===== src/rtl/shmul_pkg.sv =====
// Shared types for the shift-add multiplier.
// Assumes: nothing beyond IEEE 1800-2017.
package shmul_pkg;

    // Controller phases: waiting, iterating, result held.
    typedef enum logic [1:0] {
        ST_IDLE = 2'd0,
        ST_RUN  = 2'd1,
        ST_HOLD = 2'd2
    } shmul_state_e;

endpackage


===== src/rtl/shmul_adder.sv =====
// Ripple-carry unsigned adder built bit by bit for minimum area.
// Assumes: W >= 1; no carry input; carry-out reported separately.
module shmul_adder #(
    parameter int W = 32
) (
    input  logic [W-1:0] a,
    input  logic [W-1:0] b,
    output logic [W-1:0] sum,
    output logic         cout
);

    logic [W:0] carry;

    assign carry[0] = 1'b0;

    // One full-adder cell per bit position.
    for (genvar i = 0; i < W; i++) begin : g_bit
        assign sum[i]     = a[i] ^ b[i] ^ carry[i];
        assign carry[i+1] = (a[i] & b[i]) | (a[i] & carry[i]) | (b[i] & carry[i]);
    end

    assign cout = carry[W];

endmodule


===== src/rtl/shmul_ctrl.sv =====
// Iteration controller: accepts start when not running, counts ITER
// single-cycle iterations, then holds done until the next start.
// Assumes: ITER >= 2; start may be held or pulsed, it is only honoured
// outside the running phase.
module shmul_ctrl
    import shmul_pkg::*;
#(
    parameter int ITER = 32
) (
    input  logic clk,
    input  logic rst_n,
    input  logic start,
    output logic load,
    output logic step,
    output logic done
);

    localparam int CW = (ITER > 1) ? $clog2(ITER) : 1;
    localparam logic [CW-1:0] LAST = CW'(ITER - 1);

    shmul_state_e state_q;
    logic [CW-1:0] cnt_q;

    // Next phase and iteration count.
    always_ff @(posedge clk) begin
        if (!rst_n) begin
            state_q <= ST_IDLE;
            cnt_q   <= '0;
        end else begin
            case (state_q)
                ST_IDLE, ST_HOLD: begin
                    if (start) begin
                        state_q <= ST_RUN;
                        cnt_q   <= '0;
                    end
                end
                ST_RUN: begin
                    if (cnt_q == LAST) begin
                        state_q <= ST_HOLD;
                    end else begin
                        cnt_q <= cnt_q + 1'b1;
                    end
                end
                default: begin
                    state_q <= ST_IDLE;
                    cnt_q   <= '0;
                end
            endcase
        end
    end

    // Decode the datapath strobes and the completion flag.
    always_comb begin
        load = start && (state_q != ST_RUN);
        step = (state_q == ST_RUN);
        done = (state_q == ST_HOLD);
    end

    // completion only follows the final iteration.
    a_r4_done_after_last: assert property (@(posedge clk) disable iff (!rst_n)
        $rose(done) |-> ($past(state_q) == ST_RUN && $past(cnt_q) == LAST));

    // a start cannot cut an iteration sequence short.
    a_r6_run_continues: assert property (@(posedge clk) disable iff (!rst_n)
        (state_q == ST_RUN && cnt_q != LAST) |=> (state_q == ST_RUN && cnt_q == $past(cnt_q) + 1'b1));

    // a start while holding leaves the hold phase.
    a_r7_restart: assert property (@(posedge clk) disable iff (!rst_n)
        (done && start) |=> (!done && state_q == ST_RUN && cnt_q == '0));

    // reset always returns to idle.
    a_r1_reset_idle: assert property (@(posedge clk)
        !rst_n |=> (state_q == ST_IDLE && !done));

endmodule


===== src/rtl/shmul_datapath.sv =====
// Operand and accumulation registers around one W-bit adder. On load
// the multiplicand is latched and the accumulator becomes {0, multiplier}.
// Each step conditionally adds into the upper half and shifts right,
// with the carry entering the top bit.
// Assumes: load and step are never both high.
module shmul_datapath #(
    parameter int W = 32
) (
    input  logic           clk,
    input  logic           rst_n,
    input  logic           load,
    input  logic           step,
    input  logic [W-1:0]   mcand_in,
    input  logic [W-1:0]   mplier_in,
    output logic [2*W-1:0] acc,
    output logic           carry_flag
);

    localparam int PW = 2 * W;

    logic [W-1:0]  mcand_q;
    logic [PW-1:0] acc_q;
    logic          carry_q;
    logic [W-1:0]  addend;
    logic [W-1:0]  sum;
    logic          cout;

    // Gate the multiplicand by the bit under test.
    always_comb begin
        addend = acc_q[0] ? mcand_q : '0;
    end

    shmul_adder #(.W(W)) adder_i (
        .a    (acc_q[PW-1:W]),
        .b    (addend),
        .sum  (sum),
        .cout (cout)
    );

    // Register update: load operands or perform one add-and-shift.
    always_ff @(posedge clk) begin
        if (!rst_n) begin
            mcand_q <= '0;
            acc_q   <= '0;
            carry_q <= 1'b0;
        end else if (load) begin
            mcand_q <= mcand_in;
            acc_q   <= {{W{1'b0}}, mplier_in};
            carry_q <= 1'b0;
        end else if (step) begin
            acc_q   <= {cout, sum, acc_q[W-1:1]};
            carry_q <= cout;
        end
    end

    assign acc        = acc_q;
    assign carry_flag = carry_q;

    // load places the multiplier low and zeros high.
    a_r2_load_layout: assert property (@(posedge clk) disable iff (!rst_n)
        load |=> (acc_q[PW-1:W] == '0 && acc_q[W-1:0] == $past(mplier_in) && !carry_q));

    // each step moves the low half right by one place.
    a_r3_low_shift: assert property (@(posedge clk) disable iff (!rst_n)
        step |=> (acc_q[W-2:0] == $past(acc_q[W-1:1])));

    // with no strobe the registers keep their contents.
    a_r5_quiet_hold: assert property (@(posedge clk) disable iff (!rst_n)
        (!load && !step) |=> ($stable(acc_q) && $stable(carry_q)));

endmodule


===== src/rtl/shift_add_mult.sv =====
// Top level of the sequential unsigned multiplier: controller plus
// datapath. The result appears after W iterations following the load.
// Assumes: a single clock; synchronous active-low reset.
module shift_add_mult #(
    parameter int W = 32
) (
    input  logic           clk,
    input  logic           rst_n,
    input  logic           start,
    input  logic [W-1:0]   multiplicand,
    input  logic [W-1:0]   multiplier,
    output logic [2*W-1:0] product,
    output logic           ovf,
    output logic           done
);

    logic load;
    logic step;

    shmul_ctrl #(.ITER(W)) ctrl_i (
        .clk   (clk),
        .rst_n (rst_n),
        .start (start),
        .load  (load),
        .step  (step),
        .done  (done)
    );

    shmul_datapath #(.W(W)) dp_i (
        .clk        (clk),
        .rst_n      (rst_n),
        .load       (load),
        .step       (step),
        .mcand_in   (multiplicand),
        .mplier_in  (multiplier),
        .acc        (product),
        .carry_flag (ovf)
    );

    // the flag agrees with the top product bit once complete.
    a_r8_ovf_top_bit: assert property (@(posedge clk) disable iff (!rst_n)
        done |-> (ovf == product[2*W-1]));

    // a held result stays until a start is sampled.
    a_r5_hold_result: assert property (@(posedge clk) disable iff (!rst_n)
        (done && !start) |=> (done && $stable(product)));

    // reset clears the visible result.
    a_r9_reset_clears: assert property (@(posedge clk)
        !rst_n |=> (!done && product == '0 && !ovf));

endmodule


===== config.mk =====
export PLATFORM = sky130hd
export DESIGN_NAME = shift_add_mult
export DESIGN_NICKNAME = d
export VERILOG_FILES = /design/src/rtl/shmul_pkg.sv /design/src/rtl/shmul_adder.sv /design/src/rtl/shmul_ctrl.sv /design/src/rtl/shmul_datapath.sv /design/src/rtl/shift_add_mult.sv
export SDC_FILE = /design/constraint.sdc
export NUM_CORES = 1
export LEC_CHECK = 0
export BUFFER_PORTS_ARGS = -buffer_cell sky130_fd_sc_hd__buf_4
export CAP_MARGIN = 20
export CORE_ASPECT_RATIO = 0.6
export CORE_MARGIN = 4
export CORE_UTILIZATION = 50
export DETAILED_ROUTE_END_ITERATION = 8
export PLACE_DENSITY_LB_ADDON = 0.3
export SYNTH_ARGS = -nofsm -noshare
export SYNTH_HDL_FRONTEND = slang
export SYNTH_SLANG_ARGS = --single-unit

===== constraint.sdc =====
create_clock -name clk -period 21.5 [get_ports clk]
set_input_delay 1.075 -clock clk [delete_from_list [all_inputs] [get_ports clk]]
set_output_delay 1.075 -clock clk [all_outputs]
set_load 0.05 [all_outputs]

==> flow_summary_export.csv <==
group,metric,value,unit
outcome,status,"finished clean",
pwr,leakage,3.06,nW
setup_path,cp-start-kind,"flip-flop",
logic_synthesis,ys_top_cells_by_area,"dfxtp_1, fa_1, nand2_1",
global_routing,grt_start_max_net_pins,91,
logic_synthesis,yosysSeqAreaShare,0.409,
global_routing,grt_antenna_before_repair,0,
layout,layout-drive-gt1-share,0.234,
worst_hold_path,hold_path_class,"flip-flop to flip-flop",
logic_synthesis,ys_types,29,
clock_tree,cts.sinks,103,
timing,rsz0062_at_grt,"false",
setup_path,max_stage_delay,0.62,ns
logic_synthesis,yosys.area.top_type_share,0.409,
setup_path,end_kind,"flip-flop",
die,initial_utilization,0.512,
routing,routed_wl,11700,um
timing,max_slew_margin,0.358,
routing,viasPerCell,5.26,
routing,wl_per_cell,15.0,um
die,num_rows,28,
setup_path,required,21.75,ns
logic_synthesis,synth_common_cells,"dfxtp_1, nand2_1, a21boi_1, nand3_1",
clock_tree,clk_pin_slew,0.06,ns
timing,setup_total_negative_slack,0,ns
clock_tree,cts_resized,0,
logic_synthesis,synth_warnings,0,
global_routing,grt.total_usage,0.200,
logic_synthesis,synth_ff_type,"dfxtp_1",
place,portBuffers,132,
logic_synthesis,synthArstFlopShare,0,
setup_path,worstPathArrival,13.72,ns
routing,vias,4090,
logic_synthesis,syn_area,5040,um^2
global_routing,grt_pass1_vias,3893,
layout,fillers,825,
setup_path,critical_path_class,"flip-flop to flip-flop",
clock_tree,post_cts_buffers,0,
die,io_pins,133,
layout,nets,739,
clock_tree,hold_buffers,0,
setup_path,path_common_cell,"fa_1",
routing,antenna_left,0,
clock_tree,numCtsBuffers,9,
die,fp.dieW,138,um
setup_path,crit_slowest_cell,"dfxtp_1",
logic_synthesis,syn_area_per_cell,9.37,um^2
clock_tree,cts_tree,"built",
pwr,irDropWorstVdd,0.0525,mV
layout,area_growth,25.5,%
timing,tightestPinTransition,0.961,ns
place,dp_hpwl,8020,um
setup_path,crit_buf_inv,3,
logic_synthesis,synth_most_common_cell,"dfxtp_1",
pwr,power_per_cell_area,69.6,nW/um^2
timing,min_period,13.46,ns
timing,final_max_slew_viol_count,0,
job,drv_cap,0,
place,dpl_worst_slack,8.02,ns
routing,drc_errors,0,
timing,fmax,74.3,MHz
setup_path,critPathTopFamily,"adder cells",
die,die_area,11800,um^2
clock_tree,htree_levels,3,
timing,post-route-period-util,0.626,
logic_synthesis,synth_edf_count,0,
timing,finClkSkew,0.00446,ns
logic_synthesis,ys_ff_latch,103,
timing,setup_violations,0,
die,coreArea,9840,um^2
routing,first_pass_iters,4,
place,place.gp.congestion,0.796,
logic_synthesis,synth_top_area_cell,"dfxtp_1",
die,die_h,85.8,um
global_routing,grt_pass1_wl,19100,um
setup_path,cp_max_fo,34,
timing,hold_viol,0,
logic_synthesis,postSynthCellCount,538,
clock_tree,clk_latency,0.34,ns
clock_tree,clockBufferDepth,2,
layout,n_antenna_cell,0,
logic_synthesis,synth_nets,639,
routing,first_iter_violations,277,
global_routing,grt_overflow,0,
clock_tree,cts_root_buffer,"clkbuf_16",
timing,worst_slack,8.04,ns
logic make-up after synthesis:
| family | count (synthesis) | synth area share |
|---|---|---|
| buffers and inverters | 54 | 0.0454 |
| multiplexers | 32 | 0.0635 |
| flip-flops | 103 | 0.409 |
| AO/OA/AOI/OAI | 142 | 0.193 |
| adder cells (fa/ha/maj) | 34 | 0.130 |
| AND/OR/NAND/NOR | 173 | 0.158 |
per-layer routing:
layer | vias to the layer above | part of all wire | GRT usage
li1 | 2031 | - | -
met1 | 1956 | 0.49 | 0.289
met2 | 95 | 0.45 | 0.306
met3 | 8 | 0.052 | 0.0545
met4 | 0 | 0.0052 | 0.0326
met5 | - | 0 | 0
path summary, 6_finish.rpt:
check                           slack, ns        startpoint               end  depth (start not counted)
worst max-delay path                 8.04       dp_i.acc[0]      dp_i.acc[62]                         37
worst min-delay path                 0.47  dp_i.mcand_q[20]  dp_i.mcand_q[20]                          2
worst max register to register       8.04       dp_i.acc[0]      dp_i.acc[62]                         37
worst min register to register       0.47  dp_i.mcand_q[20]  dp_i.mcand_q[20]                          2
cell type report:
cell class	count	area, um^2	area share
clock buffer	14	254	0.0401
clock inverter	1	5.00	0.000791
inverter	7	26.3	0.00415
multi-input combinational	381	2770	0.437
sequential	103	2060	0.326
tap	135	169	0.0267
timing repair buffer	136	1050	0.166
state kept, by name, summed over array words and instances (netlist names):
name and cells:
dp_i.acc 64, ctrl_i.cnt_q 5, dp_i.mcand_q 32, ctrl_i.state_q 2
power breakdown:
group          total [W]  internal [W]  switching (W)
sequential      0.000211      0.000201     0.00000925
combinational  0.0000839     0.0000318      0.0000521
clock           0.000146     0.0000811      0.0000649
per-stage QoR:
| step | cell area [um^2] | cells | util | total power [W] | hold WS, ns |
|---|---|---|---|---|---|
| 5_1_grt | 6330 | 777 | 0.643 | 0.000461 | 0.487 |
| 6_report | 6330 | 777 | 0.643 | 0.000441 | 0.466 |
| 4_1_cts | 6310 | 776 | 0.641 | 0.000445 | 0.469 |
| 3_3_place_gp | 6030 | 760 | 0.612 | 0.000296 | 0.456 |
| 3_5_place_dp | 6060 | 761 | 0.615 | 0.000299 | 0.460 |
| 2_1_floorplan | 5040 | 538 | - | 0.000270 | 0.448 |
cells in the final DEF (no fill, tap or decap), types with 2 or more instances in the layout:
master,n
nand2_1,95
mux2i_1,32
nand3_1,33
inv_1,7
a211oi_1,3
dfxtp_1,103
o31ai_1,2
o21ai_1,9
nor2_1,5
clkbuf_16,9
and2_1,30
or4_1,2
a21boi_1,35
o211a_1,32
fa_1,31
buf_4,134
o21ai_0,26
nor2b_1,2
a21oi_1,32
clkbuf_1,4
ha_1,3
tightest hold or removal path, stage by stage, from the launching register on:
cell and delay (ns):
dfxtp_1 0.30, o21ai_0 0.06, a21boi_1 0.06
No activity file was read; power rests on OpenSTA's default activity.
